`config.mk`:
```
export PLATFORM = sky130hd
export DESIGN_NAME = prbs_sync_mon
export DESIGN_NICKNAME = d
export VERILOG_FILES = /design/src/rtl/prbs_mon_pkg.sv /design/src/rtl/prbs_ref_gen.sv /design/src/rtl/prbs_acq_ctrl.sv /design/src/rtl/prbs_err_window.sv /design/src/rtl/prbs_sync_mon.sv
export SDC_FILE = /design/constraint.sdc
export NUM_CORES = 1
export LEC_CHECK = 0
export ABC_AREA = 1
export BUFFER_PORTS_ARGS = -buffer_cell sky130_fd_sc_hd__buf_2
export CAP_MARGIN = 20
export CORE_ASPECT_RATIO = 0.7
export CORE_MARGIN = 2
export CORE_UTILIZATION = 42
export DETAILED_ROUTE_END_ITERATION = 10
export GPL_TIMING_DRIVEN = 1
export PLACE_DENSITY = 0.68
export SLEW_MARGIN = 15
export SYNTH_ARGS = -nofsm -noshare
export SYNTH_HDL_FRONTEND = slang
export SYNTH_HIERARCHICAL = 1
export SYNTH_SLANG_ARGS = --single-unit
```
`constraint.sdc`:
```
create_clock -name clk -period 2.6 [get_ports clk]
set_input_delay 0.26 -clock clk [delete_from_list [all_inputs] [get_ports clk]]
set_output_delay 0.26 -clock clk [all_outputs]
set_load 0.05 [all_outputs]
```
`src/rtl/prbs_mon_pkg.sv`:
```
package prbs_mon_pkg;

  typedef enum logic {
    LINE_E1 = 1'b0,
    LINE_T1 = 1'b1
  } line_mode_e;

  // E1 pattern: x^15 + x^14 + 1
  localparam int unsigned E1_STAGES = 15;
  localparam int unsigned E1_TAP    = 14;
  // T1/J1 pattern: x^20 + x^17 + 1 with zero suppression
  localparam int unsigned T1_STAGES = 20;
  localparam int unsigned T1_TAP    = 17;
  localparam int unsigned T1_ZRUN   = 14;

  localparam int unsigned LOCK_RUN  = 32;
  localparam int unsigned BLOCK_LEN = 1000;
  localparam int unsigned ERR_MAX   = 10;

endpackage

```
`src/rtl/prbs_ref_gen.sv`:
```
module prbs_ref_gen
  import prbs_mon_pkg::*;
#(
  parameter int unsigned E1_LEN = E1_STAGES,
  parameter int unsigned E1_TP  = E1_TAP,
  parameter int unsigned T1_LEN = T1_STAGES,
  parameter int unsigned T1_TP  = T1_TAP,
  parameter int unsigned ZRUN   = T1_ZRUN
) (
  input  logic       clk,
  input  logic       rst_n,
  input  line_mode_e mode,
  input  logic       shift_en,
  input  logic       load_rx,
  input  logic       rx_bit,
  output logic       pred_bit,
  output logic       seeded
);

  localparam int unsigned W = (E1_LEN > T1_LEN) ? E1_LEN : T1_LEN;

  logic [W-1:0] hist_q;
  logic         fb_e1, fb_t1, zfill_t1, live_e1, live_t1;
  logic         fb_sel;

  assign fb_e1   = hist_q[E1_LEN-1] ^ hist_q[E1_TP-1];
  assign fb_t1   = hist_q[T1_LEN-1] ^ hist_q[T1_TP-1];
  assign live_e1 = |hist_q[E1_LEN-1:0];
  assign live_t1 = |hist_q[T1_LEN-1:0];

  generate
    if (ZRUN > 0) begin : g_zsup
      assign zfill_t1 = ~|hist_q[ZRUN-1:0];
    end else begin : g_no_zsup
      assign zfill_t1 = 1'b0;
    end
  endgenerate

  always_comb begin
    unique case (mode)
      LINE_E1: begin
        fb_sel   = fb_e1;
        pred_bit = fb_e1;
        seeded   = live_e1;
      end
      default: begin
        fb_sel   = fb_t1;
        pred_bit = fb_t1 | zfill_t1;
        seeded   = live_t1;
      end
    endcase
  end

  always_ff @(posedge clk) begin
    if (!rst_n) begin
      hist_q <= '0;
    end else if (shift_en) begin
      hist_q <= {hist_q[W-2:0], load_rx ? rx_bit : fb_sel};
    end
  end

  // Free-running reference in sync: newest stage follows feedback, not data
  AST_FREE_RUN: assert property (@(posedge clk) disable iff (!rst_n)
    (shift_en && !load_rx && (rx_bit != pred_bit) && !(mode == LINE_T1 && zfill_t1))
      |=> (hist_q[0] != $past(rx_bit)));

endmodule

```
`src/rtl/prbs_acq_ctrl.sv`:
```
module prbs_acq_ctrl
  import prbs_mon_pkg::*;
#(
  parameter int unsigned SYNC_RUN = LOCK_RUN
) (
  input  logic clk,
  input  logic rst_n,
  input  logic beat,
  input  logic mode_chg,
  input  logic hit,
  input  logic seeded,
  input  logic drop,
  output logic in_sync,
  output logic acquire
);

  localparam int unsigned RW = $clog2(SYNC_RUN + 1);
  localparam logic [RW-1:0] RUN_LAST = RW'(SYNC_RUN - 1);

  logic [RW-1:0] run_q;
  logic          sync_q;
  logic          good;

  assign good    = beat && !sync_q && !mode_chg && hit && seeded;
  assign acquire = good && (run_q == RUN_LAST);
  assign in_sync = sync_q;

  always_ff @(posedge clk) begin
    if (!rst_n) begin
      sync_q <= 1'b0;
      run_q  <= '0;
    end else if (mode_chg) begin
      sync_q <= 1'b0;
      run_q  <= '0;
    end else if (beat) begin
      if (!sync_q) begin
        if (acquire) begin
          sync_q <= 1'b1;
          run_q  <= '0;
        end else if (good) begin
          run_q  <= run_q + 1'b1;
        end else begin
          run_q  <= '0;
        end
      end else if (drop) begin
        sync_q <= 1'b0;
        run_q  <= '0;
      end
    end
  end

  AST_LOCK_AFTER_RUN: assert property (@(posedge clk) disable iff (!rst_n)
    $rose(sync_q) |-> ($past(run_q) == RUN_LAST));

  AST_NO_LOCK_UNSEEDED: assert property (@(posedge clk) disable iff (!rst_n)
    (beat && !sync_q && !seeded) |=> !sync_q);

  AST_MODE_CHG_UNLOCK: assert property (@(posedge clk) disable iff (!rst_n)
    mode_chg |=> !sync_q);

endmodule

```
`src/rtl/prbs_err_window.sv`:
```
module prbs_err_window
  import prbs_mon_pkg::*;
#(
  parameter int unsigned WIN_LEN   = BLOCK_LEN,
  parameter int unsigned ERR_LIMIT = ERR_MAX
) (
  input  logic clk,
  input  logic rst_n,
  input  logic clear,
  input  logic chk_beat,
  input  logic miss,
  output logic drop
);

  localparam int unsigned BW = $clog2(WIN_LEN);
  localparam int unsigned EW = $clog2(ERR_LIMIT + 1);
  localparam logic [BW-1:0] BIT_LAST = BW'(WIN_LEN - 1);
  localparam logic [EW-1:0] ERR_TOP  = EW'(ERR_LIMIT);

  logic [BW-1:0] bit_cnt_q;
  logic [EW-1:0] err_cnt_q;
  logic          blk_end;

  assign blk_end = (bit_cnt_q == BIT_LAST);
  assign drop    = chk_beat && miss && (err_cnt_q == ERR_TOP);

  always_ff @(posedge clk) begin
    if (!rst_n) begin
      bit_cnt_q <= '0;
      err_cnt_q <= '0;
    end else if (clear || drop) begin
      bit_cnt_q <= '0;
      err_cnt_q <= '0;
    end else if (chk_beat) begin
      bit_cnt_q <= blk_end ? '0 : bit_cnt_q + 1'b1;
      err_cnt_q <= blk_end ? '0 : err_cnt_q + EW'(miss);
    end
  end

  AST_ERR_CAP: assert property (@(posedge clk) disable iff (!rst_n)
    err_cnt_q <= ERR_TOP);

  AST_WIN_RANGE: assert property (@(posedge clk) disable iff (!rst_n)
    bit_cnt_q <= BIT_LAST);

endmodule

```
`src/rtl/prbs_sync_mon.sv`:
```
module prbs_sync_mon
  import prbs_mon_pkg::*;
#(
  parameter int unsigned E1_LEN    = E1_STAGES,
  parameter int unsigned E1_TP     = E1_TAP,
  parameter int unsigned T1_LEN    = T1_STAGES,
  parameter int unsigned T1_TP     = T1_TAP,
  parameter int unsigned ZRUN      = T1_ZRUN,
  parameter int unsigned SYNC_RUN  = LOCK_RUN,
  parameter int unsigned WIN_LEN   = BLOCK_LEN,
  parameter int unsigned ERR_LIMIT = ERR_MAX
) (
  input  logic clk,
  input  logic rst_n,
  input  logic line_mode_i,
  input  logic bit_valid_i,
  input  logic bit_data_i,
  output logic bit_ready_o,
  output logic sync_o,
  output logic err_o
);

  line_mode_e mode_now, mode_q;
  logic       ready_q, err_q;
  logic       beat, mode_chg, pred, seeded, hit;
  logic       in_sync, acquire, drop, chk_beat;

  assign mode_now = line_mode_e'(line_mode_i);
  assign mode_chg = (mode_now != mode_q);
  assign beat     = bit_valid_i && ready_q;
  assign hit      = (bit_data_i == pred);
  assign chk_beat = beat && in_sync && !mode_chg;

  always_ff @(posedge clk) begin
    if (!rst_n) begin
      mode_q  <= LINE_E1;
      ready_q <= 1'b0;
      err_q   <= 1'b0;
    end else begin
      mode_q  <= mode_now;
      ready_q <= 1'b1;
      err_q   <= chk_beat && !hit;
    end
  end

  prbs_ref_gen #(
    .E1_LEN (E1_LEN),
    .E1_TP  (E1_TP),
    .T1_LEN (T1_LEN),
    .T1_TP  (T1_TP),
    .ZRUN   (ZRUN)
  ) i_ref (
    .clk      (clk),
    .rst_n    (rst_n),
    .mode     (mode_now),
    .shift_en (beat),
    .load_rx  (!in_sync || mode_chg),
    .rx_bit   (bit_data_i),
    .pred_bit (pred),
    .seeded   (seeded)
  );

  prbs_acq_ctrl #(
    .SYNC_RUN (SYNC_RUN)
  ) i_acq (
    .clk      (clk),
    .rst_n    (rst_n),
    .beat     (beat),
    .mode_chg (mode_chg),
    .hit      (hit),
    .seeded   (seeded),
    .drop     (drop),
    .in_sync  (in_sync),
    .acquire  (acquire)
  );

  prbs_err_window #(
    .WIN_LEN   (WIN_LEN),
    .ERR_LIMIT (ERR_LIMIT)
  ) i_win (
    .clk      (clk),
    .rst_n    (rst_n),
    .clear    (acquire || mode_chg),
    .chk_beat (chk_beat),
    .miss     (!hit),
    .drop     (drop)
  );

  assign bit_ready_o = ready_q;
  assign sync_o      = in_sync;
  assign err_o       = err_q;

  AST_READY_HOLD: assert property (@(posedge clk) disable iff (!rst_n)
    bit_ready_o |=> bit_ready_o);

  AST_ERR_IN_SYNC: assert property (@(posedge clk) disable iff (!rst_n)
    err_o |-> $past(sync_o));

  AST_GAP_NO_CHANGE: assert property (@(posedge clk) disable iff (!rst_n)
    (!bit_valid_i && !mode_chg) |=> ($stable(sync_o) && !err_o));

endmodule

```
# Word-level counts from Yosys, hierarchy flattened
# Index checks and enable logic that the tools add are counted.
# W data, S select, Z words.
# word_totals
out_inout_bits,3
inputBits,5
register_bits,44
# op_classes
n_reduce_logical,23
mux,14
bitwise_logic,4
n_addsub,3
eq_ne,6
# ops
cell,n
$mux W6,4
$reduce_or A20 Y1,1
$reduce_or A15 Y1,1
$reduce_or A14 Y1,1
$add A10 B1 Y10 const B,1
$eq A10 B10 Y1 const B,1
$logic_and A1 B1 Y1,10
$mux W10,1
$mux W1,8
$add A6 B1 Y6 const B,1
$eq A6 B5 Y1 const B,1
$add A4 B1 Y4,1
$eq A4 B4 Y1 const B,1
$logic_not A1 Y1,4
$mux W4,1
$reduce_or A2 Y1,2
$logic_or A1 B1 Y1,3
$ne A2 B1 Y1 const B,1
$reduce_and A2 Y1,1
$xor A1 B1 Y1,2
$eq A1 B1 Y1,1
$ne A1 B1 Y1,1
$not A1 Y1,1
$or A1 B1 Y1,1

# Depth between registers and ports, before layout
# Gate-level depths: netlist (run 1).
# logic_depth
ltp_word,11
depth_mapped,19
ltp_nobuf,19

# By module
# Netlist (run 1), hierarchy kept.
# modules_own_cells
mod,area_each_um2,cells_each,instances
prbs_ref_gen,805.8,108,1
prbs_err_window,739.5,94,1
prbs_acq_ctrl,447.9,68,1
prbs_sync_mon,162.7,28,1

# Worst setup path after synthesis (run 1)
# OpenSTA, ideal clock, no wires.
# synth_path
kind,reg2reg
from,"register ready_q, in the netlist bit_ready_o"
to,register i_win.bit_cnt_q[7]
setup_slack_ps,726
path_stages_with_launch,14
t_arrival_ps,1760
setup_ps,114
n_path_buf,0
required_ps,2486
synth_period_minus_slack_ps,1874
path_cell_list,dfxtp_1 -> nand2_1 -> inv_1 -> nand2_2 -> nor2_2 -> nand2_1 -> inv_1 -> inv_1 -> nand2_1 -> nor2_1 -> nand2_1 -> nor2_4 -> inv_4 -> nor2_2
# synth_between
elab_chain_cells,9
# synth_lines
item,line_no,source
start: declaration,prbs_sync_mon.sv:24,"logic ready_q, err_q;"
start signal: assignment,prbs_sync_mon.sv:37,ready_q <= 1'b0;
start signal: assignment,prbs_sync_mon.sv:41,ready_q <= 1'b1;
$logic_and A1 B1 Y1,prbs_sync_mon.sv:30,assign beat = bit_valid_i && ready_q;
via beat,prbs_sync_mon.sv:25,"logic beat, mode_chg, pred, seeded, hit;"
$logic_and A1 B1 Y1 (4 in series),prbs_acq_ctrl.sv:24,assign good = beat && !sync_q && !mode_chg && hit && seeded;
$logic_and A1 B1 Y1,prbs_acq_ctrl.sv:25,assign acquire = good && (run_q == RUN_LAST);
via acquire,prbs_sync_mon.sv:26,"logic in_sync, acquire, drop, chk_beat;"
$logic_or A1 B1 Y1,prbs_sync_mon.sv:83,".clear (acquire || mode_chg),"
$logic_or A1 B1 Y1,prbs_err_window.sv:31,end else if (clear || drop) begin
$reduce_or A2 Y1 (no source line),n/a,
end signal: assignment,prbs_err_window.sv:35,bit_cnt_q <= blk_end ? '0 : bit_cnt_q + 1'b1;
end: declaration,prbs_err_window.sv:20,logic [BW-1:0] bit_cnt_q;
# The timed path passes the listed nets, and every way through them passes these cells.
# A chain may end at the register's enable or synchronous reset.

# Final worst setup path (run 1)
# layout_path
from,register i_ref.hist_q[12]
to,register i_win.bit_cnt_q[5]
# layout_between
elab_chain_cells,11
# layout_lines
item,line_no,source
start: declaration,prbs_ref_gen.sv:22,logic [W-1:0] hist_q;
start signal: assignment,prbs_ref_gen.sv:58,"hist_q <= {hist_q[W-2:0], load_rx ? rx_bit : fb_sel};"
$reduce_or A14 Y1,prbs_ref_gen.sv:33,assign zfill_t1 = ~|hist_q[ZRUN-1:0];
$logic_not A1 Y1,prbs_ref_gen.sv:33,
$or A1 B1 Y1,prbs_ref_gen.sv:48,pred_bit = fb_t1 | zfill_t1;
$mux W1,prbs_ref_gen.sv:40,unique case (mode)
via pred,prbs_sync_mon.sv:25,
$eq A1 B1 Y1,prbs_sync_mon.sv:31,assign hit = (bit_data_i == pred);
via hit,prbs_sync_mon.sv:25,
$logic_and A1 B1 Y1 (2 in series),prbs_acq_ctrl.sv:24,
$logic_and A1 B1 Y1,prbs_acq_ctrl.sv:25,
via acquire,prbs_sync_mon.sv:26,
$logic_or A1 B1 Y1,prbs_sync_mon.sv:83,
$logic_or A1 B1 Y1,prbs_err_window.sv:31,
$reduce_or A2 Y1 (no source line),n/a,
# The timed path passes the listed nets, and every way through them passes these cells.

==> results of run 1 <==
==> registers in the layout, indices dropped and copies added (netlist names) <==
name	count
i_acq/run_q	6
err_o	1
i_acq/in_sync	1
bit_ready_o	1
mode_q	1
i_ref/hist_q	20
i_win/err_cnt_q	4
i_win/bit_cnt_q	10
==> per-stage QoR <==
step / hold slack [ns] / power (mW) / area [sq um]
global route: 0.266 / 1.41 / 2350
finish: 0.261 / 1.34 / 2350
floorplan: 0.288 / 0.813 / 2160
global placement: 0.459 / 0.837 / 2250
detailed placement: 0.471 / 0.840 / 2250
CTS: 0.252 / 1.36 / 2350
==> cells by family after synthesis <==
logic type | after synthesis | synth area share
simple gates | 140 | 0.309
buf+inv | 52 | 0.102
compound gates | 49 | 0.119
fa+ha+maj | 4 | 0.0232
xor+xnor | 6 | 0.0244
flops | 44 | 0.409
mux | 3 | 0.0139
==> per-layer routing <==
| layer | routed length (um) | part of all wire | up-vias | global-route usage |
|---|---|---|---|---|
| met5 | 0 | 0 | - | 0 |
| met4 | 38 | 0.0096 | 0 | 0.0392 |
| met3 | 178 | 0.045 | 4 | 0.0465 |
| met2 | 1530 | 0.39 | 24 | 0.219 |
| met1 | 2220 | 0.56 | 751 | 0.228 |
| li1 | - | - | 953 | - |
==> report_power, final <==
part | internal (mW) | switching, mW
combinational | 0.0376 | 0.0802
sequential | 0.694 | 0.0123
clock | 0.285 | 0.230
==> final timing paths <==
| path | from | endpoint | slack, ns | depth (start not counted) |
|---|---|---|---|---|
| max | i_ref/hist_q[12] | i_win/bit_cnt_q[5] | 0.55 | 18 |
| min | line_mode_i | mode_q | 0.26 | 3 |
| max reg2reg | i_ref/hist_q[12] | i_win/bit_cnt_q[5] | 0.55 | 18 |
| min reg2reg | i_ref/hist_q[5] | i_ref/hist_q[6] | 0.48 | 2 |
==> cell type report <==
type	count	area (sq um)
Inverter	46	175
Clock inverter	2	35.0
Clock buffer	6	72.6
Sequential cell	44	881
Multi-Input combinational cell	202	1050
Timing Repair Buffer	9	50.0
Tap cell	69	86.3
Fill cell	490	2510
==> critical path, cell delays in order (launching register included) <==
cell	delay, ns
dfxtp_1	0.32
or2_0	0.21
nor2_1	0.14
nand3_1	0.09
nand2_1	0.08
inv_1	0.04
nand2_1	0.06
nand2_1	0.08
nand3_1	0.10
nor2_2	0.05
nand2_1	0.08
inv_1	0.04
inv_1	0.04
nand2_1	0.04
nor2_1	0.09
nand2_1	0.12
nor2_4	0.20
inv_4	0.10
nor2_1	0.10
==> synth_stat cells, drive strengths merged <==
| cell type | instances | share of area |
|---|---|---|
| nand4 | 1 | 0.0029 |
| inv | 45 | 0.080 |
| mux2i | 3 | 0.014 |
| o21ai | 22 | 0.051 |
| dfxtp | 44 | 0.41 |
| a21oi | 24 | 0.057 |
| nor2 | 54 | 0.13 |
| a21o | 1 | 0.0035 |
| clkinv | 1 | 0.0017 |
| clkbuf | 2 | 0.0035 |
| xor2 | 2 | 0.0081 |
| ha | 4 | 0.023 |
| buf | 4 | 0.017 |
| or2 | 1 | 0.0029 |
| o211ai | 1 | 0.0035 |
| a211oi | 1 | 0.0035 |
| nand3 | 22 | 0.062 |
| nand2 | 62 | 0.12 |
| xnor2 | 4 | 0.016 |
==> metrics.yaml, run 1 <==
postLayoutCoreUtil: 0.484
cts_sinks: 44
final_common_cell: "nand2_1"
clkTransAtPathRegs_ns: 0.08
grt_pass1_wl_um: 7020
criticalPathCategory: "reg2reg"
place_inst: 370
hpwlAfterDp_um: 2910
cts_tree: "built"
vias: 1732
num_antenna_cells: 0
initial_core_util: 0.444
synth.distinct_cells: 29
worstMarginPinSlew_ns: 0.374
finalCritPeriodShare: 0.788
synth-seq-cells: 44
ctsHoldBuffers: 0
status: "finished clean"
root_buffer: "clkbuf_8"
layout.nets: 317
io_pins: 8
hold_path.class: "in2reg"
setup_viol: 0
path_max_fanout: 9
fmax_ghz: 0.488
antenna_found_initial: 0
drtIter0Drc: 89
cts_resized: 0
portBuffers: 7
dp_worst_setup_slack_ns: 0.555
netlist_area_sq_um: 2160
crit_arrival_ns: 2.28
post_cts_buffers: 0
ctsLongestPathBuffers: 2
stdcell_count: 378
ys_seq_area_frac: 0.409
worst_setup_path_start_kind: "flop"
drt-pass1-iter-count: 4
num_rows: 21
final_cell_mix: "nand2_1 (55), dfxtp_1 (44), inv_1 (42)"
cts.htree.levels: 2
cap_violations: 0
layout-drive-gt1-share: 0.159
grt_pass1_vias: 1571
power_leakage_nw: 0.961
peakVddDrop_v: 0.000276
synth-warning-count: 6
postRouteAntennaNets: 0
design.core.area_sq_um: 4860
clock-skew-final_ns: 0.00429
syn-instance-count: 298
drt-vias-per-instance: 4.58
grt-ovfl-total: 0
drc: 0
crit_path_end_kind: "flop"
synthesis.area_per_instance_sq_um: 7.23
wl_um: 3970
tns_ns: 0
p_per_area_nw_per_um2: 569
insertion_delay_ns: 0.29
max_slew_margin: 0.750
grt_max_degree: 27
die_area_sq_um: 5730
dieWidth_um: 89.6
grt_util_all_layers: 0.155
layout_setup_ws_ns: 0.550
period_minus_slack_ns: 2.05
globalplace.congestion: 0.799
cts-buffers-inserted: 5
slew_viol_final: 0
drt-wirelength-per-cell_um: 10.5
die_h_um: 63.9
synthesis.nets: 307
required_ns: 2.83
rsz0062_at_grt: "false"
synthToLayoutAreaGrowth_pct: 9.23
final_hold_viol_count: 0
Note: power is estimated with default switching activity, not from simulation.
==> inputs of run 2 (changes only) <==
Settings changed: PLACE_DENSITY 0.68 to 0.7.
Clock period 2.6 ns to 1.8 ns, I/O delays scaled along.
==> run 2 against run 1 <==
The flow now finishes with violations (negative setup slack); total power increased by 44%; maximum frequency increased by 3.4%; clock skew increased by 0.0017 ns; cell count increased by 9.0%; cell area increased by 14%; count of clock-buffer cells in the layout increased by 1; die area unchanged; clock power increased by 27%.
==> metrics.yaml, run 2 (same netlist as run 1, synthesis figures left out) <==
p_comb_frac: 0.134  # +0.046
fin_area_sq_um: 2680  # +14%
power_leakage_nw: 1.13  # +17%
design.core.area_sq_um: 4860  # unchanged
layout_setup_ws_ns: -0.182  # -0.733 ns
grt_pass1_vias: 1846  # +18%
dieWidth_um: 89.6  # unchanged
min_from: "line_mode_i"
reg2reg_depth: 11  # -7
crit_arrival_ns: 2.18  # -0.10 ns
intPower_mw: 1.43  # +41%
globalplace.congestion: 0.826  # +3.3%
layout-drive-gt1-share: 0.321  # +0.162
dp_worst_setup_slack_ns: -0.167  # -0.722 ns
drt-vias-per-instance: 4.63  # +1.1%
crit_path_end_kind: "flop"
cts.htree.levels: 2  # unchanged
stdcell_count: 412  # +9.0%
p_per_area_nw_per_um2: 722  # +27%
final_hold_viol_count: 0  # unchanged
p_seq_frac: 0.528  # about the same
postRouteAntennaNets: 0  # unchanged
grt_max_degree: 27  # unchanged
grt_util_all_layers: 0.168  # +0.0129
crit_start: "i_ref/hist_q[12]"
drc: 0  # unchanged
status: "finished with violations"
peakVddDrop_v: 0.000497  # +81%
power_switching_mw: 0.501  # +55%
final_common_cell: "nand2_1"
place_inst: 394  # +6.5%
period_minus_slack_ns: 1.98  # -0.0673 ns
finalPower_mw: 1.93  # +44%
postLayoutCoreUtil: 0.550  # +0.0659
violations: "negative setup slack"
vias: 1908  # +10%
grt_pass1_wl_um: 7610  # +8.5%
portBuffers: 7  # unchanged
regMostFlops: "i_ref/hist_q"
required_ns: 2.00  # -0.83 ns
cts_tree: "built"
die_h_um: 63.9  # unchanged
finalCritPeriodShare: 1.10  # +0.313
hpwlAfterDp_um: 2980  # +2.6%
largest_reg_flops: 20  # unchanged
num_rows: 21  # unchanged
fin_hold_ws_ns: 0.161  # -0.101 ns
insertion_delay_ns: 0.30  # about the same
hold_path.class: "in2reg"
synthToLayoutAreaGrowth_pct: 24.1
dpl-instance-area_sq_um: 2430  # +8.1%
final_cell_mix: "nand2_1 (45), inv_1 (38), dfxtp_1 (38)"
reg.largest.list: "i_ref/hist_q x20, i_win/bit_cnt_q x10, i_acq/run_q x6"
clkTransAtPathRegs_ns: 0.08  # about the same
fmax_ghz: 0.504  # +3.4%
path_max_fanout: 3  # -6
cts-buffers-inserted: 5  # unchanged
drt-wirelength-per-cell_um: 10.4  # -0.44%
clkPwrFrac: 0.338  # -0.047
num_antenna_cells: 0  # unchanged
wl_um: 4310  # +8.5%
slew_viol_final: 0  # unchanged
worst_setup_path_start_kind: "flop"
rsz0062_at_grt: "true"
grt-ovfl-total: 0  # unchanged
initial_core_util: 0.444  # unchanged
max_slew_margin: 0.827  # +0.0763
worst_r2r_endpoint: "i_win/err_cnt_q[1]"
reg2reg_slack_ns: -0.18  # -0.73 ns
antenna_found_initial: 0  # unchanged
die_area_sq_um: 5730  # unchanged
sw_frac_of_total: 0.259  # +0.0184
worstMarginPinSlew_ns: 0.260  # -0.114 ns
layout.nets: 351  # +11%
worstSetupEndpoint: "i_win/err_cnt_q[1]"
drt-pass1-iter-count: 4  # unchanged
setup_viol: 21  # +21
cap_violations: 0  # unchanged
worst_r2r_startpoint: "i_ref/hist_q[12]"
root_buffer: "clkbuf_8"
criticalPathCategory: "reg2reg"
cts_sinks: 44  # unchanged
ctsLongestPathBuffers: 2  # unchanged
drtIter0Drc: 64  # -28%
io_pins: 8  # unchanged
clock-skew-final_ns: 0.00596  # +0.00167 ns
tns_ns: -2.38  # -2.38 ns
-- run 2: cell count changes in the layout (fill, tap and decap cells not counted), sizes merged --
cell / change
bufinv: -1
clkinv: -1
clkbuf: +1
clkinvlp: +1
buf: +34
-- run 2: routing by layer --
layer	vias to the layer above	share of wire	global-route usage
met5	-	0	0
met4	0	0.020	0.0765
met3	9	0.025	0.0388
met2	19	0.46	0.267
met1	859	0.49	0.215
li1	1021	-	-
-- run 2: layout make-up --
type	instances	area (sq um)
clock buffers	7	86.3
clock inverters	1	7.51
fillers	435	2190
inverters	46	178
multi-input cells	202	1120
flip-flops and latches	44	888
well taps	69	86.3
repair buffers	43	313
-- run 2: power groups by stage --
stage / Sequential [mW] / Clock [mW] / Combinational (mW)
after floorplan: 1.04 / 0 / 0.131
after global placement: 1.04 / 0 / 0.204
after detailed placement: 1.04 / 0 / 0.208
after CTS: 1.02 / 0.679 / 0.238
after global routing: 1.02 / 0.714 / 0.290
final: 1.02 / 0.653 / 0.259
-- run 2: how the worst min path moves through the flow --
stage	depth (start not counted)	slack (ns)	to
global placement	3	0.46	mode_q
detailed placement	3	0.47	mode_q
global route	3	0.17	mode_q
finish	3	0.16	mode_q
floorplan	0	0.21	bit_ready_o
CTS	3	0.15	mode_q
-- run 2: timing repair --
action,CTS,global route
gates resized for setup,11,19
pin swaps,8,10
hold buffers,0,0
setup endpoints to repair,20,22
buffers inserted,9,1
-- run 2: critical path, stage by stage, from the launching register on --
cell and delay (ns):
dfxtp_2 0.32, or2_0 0.20, nor2_1 0.16, nand3_1 0.10
nand2_2 0.08, nand2_1 0.11, nand2_2 0.13, inv_2 0.06
ha_1 0.21, ha_1 0.28, mux2i_1 0.19, nor2_2 0.06
